## config.mk

```make
export PLATFORM = sky130hd
export DESIGN_NAME = wb_strobe_bridge
export DESIGN_NICKNAME = d
export VERILOG_FILES = /design/src/rtl/bridge_pkg.sv /design/src/rtl/bridge_sync.sv /design/src/rtl/bridge_lane.sv /design/src/rtl/wb_strobe_bridge.sv
export SDC_FILE = /design/constraint.sdc
export NUM_CORES = 1
export LEC_CHECK = 0
export BUFFER_PORTS_ARGS = -buffer_cell sky130_fd_sc_hd__buf_4
export CAP_MARGIN = 30
export CORE_ASPECT_RATIO = 1.75
export CORE_MARGIN = 8
export CORE_UTILIZATION = 41
export CTS_CLUSTER_DIAMETER = 40
export CTS_CLUSTER_SIZE = 30
export DETAILED_ROUTE_END_ITERATION = 8
export PLACE_DENSITY = 0.79
export SETUP_SLACK_MARGIN = 0.5
export SLEW_MARGIN = 20
export SYNTH_ARGS = -nofsm -noshare
export SYNTH_HDL_FRONTEND = slang
export SYNTH_SLANG_ARGS = --single-unit
```

## constraint.sdc

```tcl
create_clock -name clk -period 2 [get_ports clk]
set_clock_uncertainty 0.2 [all_clocks]
set_input_delay 0.5 -clock clk [delete_from_list [all_inputs] [get_ports clk]]
set_output_delay 0.5 -clock clk [all_outputs]
set_load 0.02 [all_outputs]
```

## src/rtl/bridge_pkg.sv

```systemverilog
package bridge_pkg;
  localparam int BUS_DW = 16;
  localparam int WB_DW  = 2 * BUS_DW;
  localparam int SEL_W  = WB_DW / 8;

  typedef enum logic [2:0] {
    ST_IDLE,
    ST_DRIVE,
    ST_GAP,
    ST_ACK,
    ST_HOLD
  } bstate_e;
endpackage

```

## src/rtl/bridge_sync.sv

```systemverilog
module bridge_sync #(
  parameter int   STAGES  = 2,
  parameter logic RST_VAL = 1'b1
) (
  input  logic clk,
  input  logic rst,
  input  logic d,
  output logic q
);
  logic [STAGES-1:0] chain;

  generate
    if (STAGES == 1) begin : g_one
      always_ff @(posedge clk) begin
        if (rst) chain <= RST_VAL;
        else     chain <= d;
      end
    end else begin : g_many
      always_ff @(posedge clk) begin
        if (rst) chain <= {STAGES{RST_VAL}};
        else     chain <= {chain[STAGES-2:0], d};
      end
    end
  endgenerate

  assign q = chain[STAGES-1];
endmodule

```

## src/rtl/bridge_lane.sv

```systemverilog
module bridge_lane
  import bridge_pkg::*;
#(
  parameter int WB_AW   = 30,
  parameter int BUS_AW  = 23,
  parameter int FC_W    = 3,
  parameter int FC_IACK = 7
) (
  input  logic [WB_AW-1:0]  adr,
  input  logic [SEL_W-1:0]  sel,
  input  logic [WB_DW-1:0]  dat_w,
  input  logic              we,
  input  logic [FC_W-1:0]   fc,
  input  logic              half,
  output logic              two_o,
  output logic              first_o,
  output logic [BUS_AW-1:0] addr_o,
  output logic              hi_n_o,
  output logic              lo_n_o,
  output logic [BUS_DW-1:0] dout_o,
  output logic              rd_o
);
  logic [SEL_W-1:0] sel_eff;
  logic has_even, has_odd, iack;

  // An empty select is taken as the whole word
  assign sel_eff  = (sel == '0) ? '1 : sel;
  assign has_even = |sel_eff[3:2];
  assign has_odd  = |sel_eff[1:0];
  assign iack     = (fc == FC_W'(FC_IACK));

  assign two_o   = !iack && has_even && has_odd;
  assign first_o = iack || !has_even;

  // Word address shifted up one, half index in the low bit
  assign addr_o = BUS_AW'({adr, half});

  always_comb begin
    if (iack) begin
      hi_n_o = 1'b0;
      lo_n_o = 1'b0;
    end else if (half) begin
      hi_n_o = !sel_eff[1];
      lo_n_o = !sel_eff[0];
    end else begin
      hi_n_o = !sel_eff[3];
      lo_n_o = !sel_eff[2];
    end
  end

  assign dout_o = (we && !iack) ? (half ? dat_w[BUS_DW-1:0] : dat_w[WB_DW-1:BUS_DW])
                                : '0;
  assign rd_o   = iack || !we;
endmodule

```

## src/rtl/wb_strobe_bridge.sv

```systemverilog
module wb_strobe_bridge
  import bridge_pkg::*;
#(
  parameter int WB_AW       = 30,
  parameter int BUS_AW      = 23,
  parameter int FC_W        = 3,
  parameter int FC_IACK     = 7,
  parameter int SYNC_STAGES = 2
) (
  input  logic              clk,
  input  logic              rst,
  input  logic              wb_cyc,
  input  logic              wb_stb,
  input  logic              wb_we,
  input  logic [WB_AW-1:0]  wb_adr,
  input  logic [3:0]        wb_sel,
  input  logic [31:0]       wb_dat_w,
  input  logic [FC_W-1:0]   wb_fc,
  output logic              wb_ack,
  output logic [31:0]       wb_dat_r,
  output logic [BUS_AW-1:0] bus_addr,
  output logic              bus_astb_n,
  output logic              bus_hi_n,
  output logic              bus_lo_n,
  output logic              bus_rd,
  output logic [FC_W-1:0]   bus_fc,
  output logic [15:0]       bus_dout,
  input  logic [15:0]       bus_din,
  input  logic              bus_ack_n
);
  bstate_e state;
  logic ack_s_n;
  logic two_q, half_q;
  logic req;

  logic              ln_two, ln_first, ln_half;
  logic [BUS_AW-1:0] ln_addr;
  logic              ln_hi_n, ln_lo_n, ln_rd;
  logic [BUS_DW-1:0] ln_dout;

  assign req = wb_cyc && wb_stb;

  bridge_sync #(.STAGES(SYNC_STAGES), .RST_VAL(1'b1)) u_sync (
    .clk (clk),
    .rst (rst),
    .d   (bus_ack_n),
    .q   (ack_s_n)
  );

  // Idle plans the first half; the gap always leads to the odd half
  assign ln_half = (state == ST_IDLE) ? ln_first : 1'b1;

  bridge_lane #(
    .WB_AW(WB_AW), .BUS_AW(BUS_AW), .FC_W(FC_W), .FC_IACK(FC_IACK)
  ) u_lane (
    .adr     (wb_adr),
    .sel     (wb_sel),
    .dat_w   (wb_dat_w),
    .we      (wb_we),
    .fc      (wb_fc),
    .half    (ln_half),
    .two_o   (ln_two),
    .first_o (ln_first),
    .addr_o  (ln_addr),
    .hi_n_o  (ln_hi_n),
    .lo_n_o  (ln_lo_n),
    .dout_o  (ln_dout),
    .rd_o    (ln_rd)
  );

  always_ff @(posedge clk) begin
    if (rst) begin
      state      <= ST_IDLE;
      wb_ack     <= 1'b0;
      wb_dat_r   <= '0;
      bus_addr   <= '0;
      bus_astb_n <= 1'b1;
      bus_hi_n   <= 1'b1;
      bus_lo_n   <= 1'b1;
      bus_rd     <= 1'b1;
      bus_fc     <= '0;
      bus_dout   <= '0;
      two_q      <= 1'b0;
      half_q     <= 1'b0;
    end else begin
      case (state)
        ST_IDLE: begin
          if (req && ack_s_n) begin
            bus_addr   <= ln_addr;
            bus_hi_n   <= ln_hi_n;
            bus_lo_n   <= ln_lo_n;
            bus_rd     <= ln_rd;
            bus_dout   <= ln_dout;
            bus_fc     <= wb_fc;
            bus_astb_n <= 1'b0;
            two_q      <= ln_two;
            half_q     <= ln_first;
            wb_dat_r   <= '0;
            state      <= ST_DRIVE;
          end
        end
        ST_DRIVE: begin
          if (!ack_s_n) begin
            if (half_q) wb_dat_r[15:0]  <= bus_din;
            else        wb_dat_r[31:16] <= bus_din;
            if (two_q && !half_q) begin
              bus_astb_n <= 1'b1;
              bus_hi_n   <= 1'b1;
              bus_lo_n   <= 1'b1;
              state      <= ST_GAP;
            end else begin
              wb_ack <= 1'b1;
              state  <= ST_ACK;
            end
          end
        end
        ST_GAP: begin
          if (ack_s_n) begin
            bus_addr   <= ln_addr;
            bus_hi_n   <= ln_hi_n;
            bus_lo_n   <= ln_lo_n;
            bus_dout   <= ln_dout;
            bus_astb_n <= 1'b0;
            half_q     <= 1'b1;
            state      <= ST_DRIVE;
          end
        end
        ST_ACK: begin
          wb_ack <= 1'b0;
          state  <= ST_HOLD;
        end
        ST_HOLD: begin
          if (!req) begin
            bus_astb_n <= 1'b1;
            bus_hi_n   <= 1'b1;
            bus_lo_n   <= 1'b1;
            bus_rd     <= 1'b1;
            state      <= ST_IDLE;
          end
        end
        default: state <= ST_IDLE;
      endcase
    end
  end
endmodule

```

==> impl_metrics.py <==
metrics = {
    "status": {
        "status": "completed",
    },
    "timing": {
        "finalHoldViolCount": 0,
        "slew_headroom": 0.536,
        "grt_setup_unrepaired": "true",
        "setup_tns_ns": 0,
        "max_freq_ghz": 0.555,
        "slew_viol_final": 0,
        "worstMarginPinSlew_ns": 0.695,
        "fin_crit_sh": 0.900,
        "setup_viol": 0,
        "period_needed_ns": 1.80,
    },
    "hold_path": {
        "min_to": "u_sync.chain[0]$_SDFF_PP1_",
        "min_path_cells": 2,
        "hold_path.class": "input port to flop",
        "hp-start": "bus_ack_n",
    },
    "drt": {
        "drt_iter0_markers": 162,
        "ant_nets": 0,
        "first_pass_iters": 4,
        "route.vias.total": 3745,
        "wl_per_cell_um": 19.3,
        "routed_wirelength_um": 13400,
        "drc": 0,
        "avgViaCountPerCell": 5.40,
    },
    "floorplan": {
        "coreArea_um2": 8150,
        "initial_utilization": 0.414,
        "die_h_um": 136,
        "ios": 170,
        "die_width_um": 84.6,
        "rows": 44,
        "fp.dieArea_um2": 11500,
    },
    "finish": {
        "num_antenna_cells": 0,
        "fillerInstances": 484,
        "nNetsFinal": 688,
        "layout-drive-gt1-share": 0.706,
        "final_util": 0.805,
        "area_growth_pct": 94.3,
    },
    "synth": {
        "synth-seq-area-share": 0.510,
        "synth_fa_ha_area_frac": 0,
        "synth_common_cells": "dfxtp_1 (86), nand2_1 (79), a21oi_1 (64)",
        "yosys_warnings": 0,
        "synthCells": 393,
        "ys_top_cells_by_area": "dfxtp_1 (51%), a21oi_1 (9.5%), nand2_1 (8.8%)",
        "synth.avg_cell_area_um2": 8.58,
        "syn-num-nets": 484,
        "yosysTopAreaCell": "dfxtp_1",
        "synth_ff_type": "dfxtp_1",
        "synth.distinct_cells": 35,
        "async_reset_ff_frac": 0,
        "synthSimpleGateAreaFrac": 0.205,
        "synthXorXnorAreaFrac": 0.00260,
        "synth_compound_area_frac": 0.179,
        "synth_edf_count": 0,
        "synth.most_common_cell": "dfxtp_1",
        "synth_top_family_by_area": "simple AND/OR/NAND/NOR gates",
        "ys_ff_latch": 86,
        "synth.area.mux_share": 0.0593,
        "synth_top_area_frac": 0.510,
        "synth_area_um2": 3370,
    },
    "cts": {
        "clk_latency_ns": 0.33,
        "ctsLongestPathBuffers": 2,
        "htree_num_levels": 3,
        "cts.sink_count": 86,
        "cts_tree": "done",
        "cts_root_buf": "clkbuf_16",
        "clk_pin_slew_ns": 0.06,
        "cts_made_buffers": 9,
    },
    "global_routing": {
        "antenna_found_initial": 0,
        "grt_max_degree": 60,
        "grt-ovfl-total": 0,
        "grt_usage": 0.204,
        "grt_pass1_vias": 3851,
        "grt_pass1_wl_um": 18500,
    },
    "worst_setup_path": {
        "r2r-start": "state[0]$_SDFFE_PP0P_",
        "rr_worst_depth": 5,
        "worstSetupPathType": "flop to flop",
        "crit_path_cell_trace": "nand2b_4, or3_4, or3_4, buf_8, o2bb2ai_2",
        "cp_common_cell": "or3_4",
        "worstPathMaxFanout": 8,
        "timing.reg2reg.setup_slack_ns": 0.20,
        "crit_arrival_ns": 1.86,
        "worstSetupEndpointType": "flop",
        "slowest_stage": "dfxtp_4",
        "max_stage_delay_ns": 0.37,
        "startpoint_type": "flop",
        "rr_endpoint": "bus_dout[0]$_SDFFE_PP0P_",
        "crit_required_ns": 2.06,
    },
    "placed_design": {
        "dp_hpwl_um": 8240,
        "place_congestion": 0.858,
        "io_buffer_count": 161,
    },
    "power_and_ir_drop": {
        "power.density_nw_per_um2": 687,
        "ir_drop_uv": 537,
        "p_leak_nw": 2.70,
    },
    "run": {
        "cap_viol_max_count": 0,
    },
}
[through the flow]
| stage | hold slack, ns | cells | total power, W | worst slack, ns | instance area [um2] |
|---|---|---|---|---|---|
| after floorplan | 0.189 | 393 | 0.00220 | 0.0791 | 3670 |
| after global placement | 0.196 | 632 | 0.00248 | -0.0864 | 4940 |
| after detailed placement | 0.200 | 633 | 0.00250 | 0.0208 | 4950 |
| after CTS | 0.137 | 665 | 0.00440 | 0.231 | 5950 |
| after global routing | 0.143 | 694 | 0.00465 | 0.131 | 6560 |
| final | 0.152 | 694 | 0.00451 | 0.200 | 6560 |
[layer usage]
metal  share of wire  vias to the layer above  GRT usage
li1                -                     1787          -
met1            0.34                     1786      0.175
met2            0.57                      141      0.396
met3           0.059                       31     0.0684
met4           0.036                        0      0.113
met5               0                        -          0
[worst max-delay path, delay by kind of cell (launching register included)]
kind	cells	cell delay (ns)
buf+inv	1	0.16
compound gates	1	0.14
simple gates	3	0.86
flops	1	0.37
[registers in the layout, indices dropped and copies added, names as in the netlist, 2 cells and up]
signal,flops
bus_addr,23
bus_dout,16
bus_fc,3
state,3
u_sync.chain,2
wb_dat_r,32
[cells in the final DEF (no fill, tap or decap), types with 3 or more instances in the layout]
cell type	synthesis	routed
nand2_4	0	12
buf_12	0	7
inv_1	4	3
or2_2	3	3
a21oi_1	64	45
or4b_4	0	3
nand2_2	0	6
nand3_1	35	14
dfxtp_2	0	76
mux2i_1	20	19
o2bb2ai_2	0	15
clkbuf_16	0	14
nor2_2	0	4
buf_6	1	87
nand3_2	0	21
dfxtp_1	86	5
nand2_1	79	61
dfxtp_4	0	5
a21oi_2	0	18
nor2_1	13	8
buf_4	0	123
[report_power, final]
part,switching (W),leakage (nW),internal (W),total (W)
clock network,0.000676,0.154,0.00112,0.00180
registers,0.0000499,0.734,0.00178,0.00183
logic,0.000427,1.82,0.000452,0.000879
total,0.00115,2.70,0.00335,0.00451
[how the worst max path moves through the flow]
stage	startpoint	end	cells after the start
2_1_floorplan	wb_cyc	bus_dout[0]$_SDFFE_PP0P_	7
3_3_place_gp	wb_cyc	bus_dout[5]$_SDFFE_PP0P_	5
3_5_place_dp	wb_cyc	bus_lo_n$_SDFFE_PP1P_	6
4_1_cts	state[0]$_SDFFE_PP0P_	bus_dout[9]$_SDFFE_PP0P_	5
5_1_grt	state[0]$_SDFFE_PP0P_	wb_dat_r[16]$_SDFFE_PP0P_	7
6_report	state[0]$_SDFFE_PP0P_	bus_dout[0]$_SDFFE_PP0P_	5
[what timing repair did]
action / in CTS / in global routing
resized for setup: 184 / 82
buffers inserted: 14 / 23
hold buffers: 0 / 0
pin swaps: 9 / 29
gates cloned: 2 / 6
setup endpoints to repair: 159 / 155
[cell type report]
class / instances / area (um2) / area share
Multi-Input combinational cell: 272 / 2070 / 0.315
Tap cell: 92 / 115 / 0.0176
Clock buffer: 10 / 239 / 0.0365
Sequential cell: 86 / 1840 / 0.280
Clock inverter: 6 / 85.1 / 0.0130
Timing Repair Buffer: 224 / 2200 / 0.335
Inverter: 4 / 15.0 / 0.00229
[kinds of logic after synthesis]
logic type / after synthesis
multiplexers: 20
flip-flops: 86
buffers and inverters: 35
XOR/XNOR: 1
AO/OA/AOI/OAI: 99
AND/OR/NAND/NOR: 152
No activity file was read; power rests on OpenSTA's default activity.
